`config.mk`:
```
export PLATFORM = sky130hd
export DESIGN_NAME = ser3_write_port
export DESIGN_NICKNAME = d
export VERILOG_FILES = /design/src/rtl/ser3_pkg.sv /design/src/rtl/ser3_sync.sv /design/src/rtl/ser3_edge.sv /design/src/rtl/ser3_shift.sv /design/src/rtl/ser3_write_port.sv
export SDC_FILE = /design/constraint.sdc
export NUM_CORES = 1
export LEC_CHECK = 0
export ABC_AREA = 0
export BUFFER_PORTS_ARGS = -buffer_cell sky130_fd_sc_hd__buf_2
export CORE_MARGIN = 10
export CORE_UTILIZATION = 50
export DETAILED_ROUTE_END_ITERATION = 6
export PLACE_DENSITY = 0.72
export SLEW_MARGIN = 20
export SYNTH_ARGS = -nofsm -noshare
export SYNTH_HDL_FRONTEND = slang
export SYNTH_SLANG_ARGS = --single-unit
```
`constraint.sdc`:
```
create_clock -name clk -period 1.2 [get_ports clk]
set_input_delay 0.18 -clock clk [delete_from_list [all_inputs] [get_ports clk]]
set_output_delay 0.18 -clock clk [all_outputs]
set_load 0.01 [all_outputs]
```
`src/rtl/ser3_pkg.sv`:
```
package ser3_pkg;
  localparam int ADDR_W = 7;
  localparam int DATA_W = 9;
  localparam int WORD_W = ADDR_W + DATA_W;

  typedef struct packed {
    logic [ADDR_W-1:0] addr;
    logic [DATA_W-1:0] data;
  } ctrl_word_t;
endpackage

```
`src/rtl/ser3_sync.sv`:
```
module ser3_sync #(
  parameter int W      = 3,
  parameter int STAGES = 2
) (
  input  logic         clk,
  input  logic         rst,
  input  logic [W-1:0] async_in,
  output logic [W-1:0] sync_out
);
  logic [W-1:0] stg [STAGES];

  always_ff @(posedge clk) begin
    if (rst) stg[0] <= '0;
    else     stg[0] <= async_in;
  end

  generate
    for (genvar s = 1; s < STAGES; s++) begin : g_stage
      always_ff @(posedge clk) begin
        if (rst) stg[s] <= '0;
        else     stg[s] <= stg[s-1];
      end
    end
  endgenerate

  assign sync_out = stg[STAGES-1];
endmodule

```
`src/rtl/ser3_edge.sv`:
```
module ser3_edge #(
  parameter int W = 2
) (
  input  logic         clk,
  input  logic         rst,
  input  logic [W-1:0] level,
  output logic [W-1:0] rise
);
  logic [W-1:0] prev;

  always_ff @(posedge clk) begin
    if (rst) prev <= '0;
    else     prev <= level;
  end

  assign rise = level & ~prev;

  AST_RISE_NOT_TWICE: assert property (@(posedge clk) disable iff (rst)
    (|rise) |=> ((rise & $past(rise)) == '0));
endmodule

```
`src/rtl/ser3_shift.sv`:
```
module ser3_shift #(
  parameter int WORD_W = 16
) (
  input  logic              clk,
  input  logic              rst,
  input  logic              en,
  input  logic              step,
  input  logic              bit_in,
  output logic [WORD_W-1:0] word
);
  logic [WORD_W-1:0] sh;

  always_ff @(posedge clk) begin
    if (rst || !en) sh <= '0;
    else if (step)  sh <= {sh[WORD_W-2:0], bit_in};
  end

  assign word = sh;

  AST_SHIFT_CLEAR: assert property (@(posedge clk) disable iff (rst)
    !en |=> (word == '0));
  AST_SHIFT_LSB: assert property (@(posedge clk) disable iff (rst)
    (en && step) |=> (word[0] == $past(bit_in)));
  AST_SHIFT_HOLD: assert property (@(posedge clk) disable iff (rst)
    (en && !step) |=> $stable(word));
endmodule

```
`src/rtl/ser3_write_port.sv`:
```
module ser3_write_port
  import ser3_pkg::*;
#(
  parameter int SYNC_STAGES = 2
) (
  input  logic              clk,
  input  logic              rst,
  input  logic              mode_3w,
  input  logic              ser_clk,
  input  logic              ser_dat,
  input  logic              ser_latch,
  output logic              wr_valid,
  output logic [ADDR_W-1:0] wr_addr,
  output logic [DATA_W-1:0] wr_data
);
  localparam int NSIG = 3;
  localparam int I_CLK = 0;
  localparam int I_DAT = 1;
  localparam int I_LAT = 2;

  logic [NSIG-1:0] raw_in, sync_in;
  logic [1:0]      rises;
  logic [WORD_W-1:0] word;
  ctrl_word_t        cw;

  assign raw_in = {ser_latch, ser_dat, ser_clk};

  ser3_sync #(.W(NSIG), .STAGES(SYNC_STAGES)) u_sync (
    .clk(clk), .rst(rst), .async_in(raw_in), .sync_out(sync_in)
  );

  ser3_edge #(.W(2)) u_edge (
    .clk(clk), .rst(rst),
    .level({sync_in[I_LAT], sync_in[I_CLK]}),
    .rise(rises)
  );

  ser3_shift #(.WORD_W(WORD_W)) u_shift (
    .clk(clk), .rst(rst), .en(mode_3w),
    .step(rises[0]), .bit_in(sync_in[I_DAT]),
    .word(word)
  );

  assign cw = ctrl_word_t'(word);

  always_ff @(posedge clk) begin
    if (rst) begin
      wr_valid <= 1'b0;
      wr_addr  <= '0;
      wr_data  <= '0;
    end else begin
      wr_valid <= mode_3w && rises[1];
      if (mode_3w && rises[1]) begin
        wr_addr <= cw.addr;
        wr_data <= cw.data;
      end
    end
  end

  AST_ONE_CYCLE_PULSE: assert property (@(posedge clk) disable iff (rst)
    wr_valid |=> !wr_valid);
  AST_OFF_NO_WRITE: assert property (@(posedge clk) disable iff (rst)
    !mode_3w |=> !wr_valid);
  AST_OUT_HOLD: assert property (@(posedge clk) disable iff (rst)
    !wr_valid |-> ($stable(wr_addr) && $stable(wr_data)));
  AST_COMMIT_SPLIT: assert property (@(posedge clk) disable iff (rst)
    (mode_3w && rises[1]) |=> ({wr_addr, wr_data} == $past(word)));
endmodule

```
==> impl_metrics.yaml <==
pwr:
  share_comb_of_total_power_pct: 3.3
  leakagePower_uw: 0.000625
  fin_total_pwr_uw: 2360
  power_density_mw_per_mm2: 1430
  switching_share_pct: 19.7
  vdd_drop_max_mv: 1.22
  power_switching_uw: 466
  p_int_uw: 1900
  power_frac_seq_pct: 58.3
  power_frac_clock_pct: 38.4
final_layout:
  area_growth_pct: 14.3
  post-route-util_pct: 59.9
  mostFrequentLayoutCells: "nand2_1 (62), dfxtp_1 (40), a21oi_1 (22), buf_2 (22), a21oi_2 (10)"
  layout-drive-gt1-share_pct: 26.7
  fin_area_mm2: 0.00165
  num-fill-cells: 261
  finalNetCount: 192
  final_common_cell: "nand2_1"
  diodes: 0
placement:
  place.gp.congestion: 0.779
  hpwl_um: 1940
  placed_area_mm2: 0.00155
  io_buffers: 22
run_status:
  status: "complete, no violations"
grt:
  grt_pass1_vias: 1074
  grt_overflow: 0
  antenna_found_initial: 0
  grt_usage_pct: 10.8
  grt_max_degree: 25
  grt_pass1_wl_um: 4750
yosys:
  synth_area_leaders: "dfxtp_1 (57%), nand2_1 (16%), a21oi_1 (7.6%), a21oi_2 (6.1%), nor2b_1 (3.9%)"
  ys_types: 16
  synth_warnings: 0
  ys_seq_area_share_pct: 56.8
  synth_nets: 168
  netlist_area_mm2: 0.00145
  synth.largest_area_cell: "dfxtp_1"
  ys_ff_latch: 41
  syn_avg_cell_area_um2: 8.92
  yosys.area.top_type_share_pct: 56.8
  syn_inst: 162
route:
  drc_errors: 0
  dr.pass1.iters: 4
  vias_per_cell: 5.02
  wl_um: 2700
  ant_nets: 0
  wl_per_cell_um: 12.4
  dr.first_iter.drc_count: 61
  via_count: 1095
sta:
  period_share_pct: 83.9
  slew_viol_final: 0
  setup_viol_count_final: 0
  final_hold_viol_count: 0
  tns_ps: 0
  slew_headroom_pct: 79.2
  rsz0062_at_grt: "no"
  finClkSkew_ps: 5.99
  fmax_mhz: 994
  min_period_ps: 1010
  worst_pin_slew_ps: 312
worst_setup_path:
  crit_family: "flip-flops"
  required_ps: 1020
  worstReg2RegStart: "u_sync.stg[1][0]$_SDFF_PP0_"
  critical_path_class: "flop to output port"
  crit_start: "wr_data[6]$_SDFFE_PP0P_"
  worst-r2r-setup-slack_ps: 200
  reg2regPathDepth: 4
  crit_path_end_kind: "output port"
  path_max_fanout: 2
  critical_path_arrival_ps: 830
  path_cells: "buf_2"
  rr_endpoint: "u_shift.word[7]$_SDFFE_PP0P_"
  slowest_delay_ps: 360
  worst-path-buf-inv: 1
  slowest_stage: "dfxtp_1"
  start_kind: "flop"
cts:
  htreeDepth: 2
  cts_tree: "done"
  post-cts-setup-buffer-count: 0
  cts_buffer_depth: 2
  cts_hold_buf: 0
  clk_latency_ps: 330
  cts.reportedPaths.clkPinSlew_ps: 110
  cts_buffers: 5
  clock_sinks: 41
  cts_resized: 0
  root_buffer: "clkbuf_4"
worst_hold_path:
  hold_depth: 2
  hp-start: "ser_latch"
  min-delay-path-class: "input pin to flop"
  worst_hold_path.endpoint: "u_sync.stg[0][2]$_SDFF_PP0_"
floorplan:
  coreArea_mm2: 0.00276
  fp.dieW_um: 73.8
  num_rows: 19
  dieArea_mm2: 0.00544
  start_util_pct: 52.4
  ios: 23
  die_h_um: 73.8
run:
  max-cap-violations: 0
==> metal layers <==
layer,vias to the layer above,GRT usage (%),routed length [um]
met1,493,11.5,1130
met5,-,0,0
li1,565,-,-
met3,2,5.11,232
met4,0,2.90,14
met2,35,18.6,1320
==> Yosys cell counts (all sizes together) <==
library cell	n
nor3b	1
nand2b	2
buf	9
clkbuf	2
nor2b	9
a21oi	32
dfxtp	41
nand3b	1
nand2	64
and3b	1
==> how the worst max path moves through the flow <==
stage                                   end  cells after the start  slack, ps
floorplan           wr_addr[0]$_SDFFE_PP0P_                      4        220
global placement    wr_data[6]$_SDFFE_PP0P_                      3        120
detailed placement  wr_addr[0]$_SDFFE_PP0P_                      3         70
CTS                 wr_addr[0]$_SDFFE_PP0P_                      3         60
global route        wr_addr[6]$_SDFFE_PP0P_                      4         60
finish                           wr_data[6]                      1        190
==> registers in the layout (all words and copies together) (netlist names) <==
register      cells
u_shift.word     16
wr_data           9
wr_addr           7
u_sync.stg        6
u_edge.prev       2
wr_valid          1
==> area by class of cell <==
type / instances / area, um^2 / area share, %
clock inverters: 1 / 30.0 / 1.82
repair buffers: 28 / 155 / 9.39
flip-flops and latches: 41 / 822 / 49.8
well taps: 31 / 38.8 / 2.35
clock buffers: 7 / 55.1 / 3.33
multi-input cells: 110 / 551 / 33.3
==> power groups by stage <==
stage / Clock [uW] / Combinational [uW] / Sequential [uW]
floorplan: 0 / 59.9 / 1410
global placement: 0 / 75.1 / 1410
detailed placement: 0 / 77.6 / 1410
CTS: 931 / 77.8 / 1380
global route: 987 / 87.3 / 1380
finish: 907 / 78.7 / 1380
==> cells by family after synthesis <==
kind of cell | count (synthesis) | synth area share, %
buffers and inverters | 11 | 5.89
AO/OA/AOI/OAI | 32 | 13.7
flip-flops | 41 | 56.8
AND/OR/NAND/NOR | 78 | 23.6
==> through the flow <==
stage	setup WS, ps	hold slack [ps]	std cells
3_3_place_gp	117	387	210
4_1_cts	57.3	38.8	218
3_5_place_dp	74.9	397	210
6_report	193	54.2	218
5_1_grt	56.0	26.7	218
2_1_floorplan	221	252	162
(Power assumes the default switching activity.)
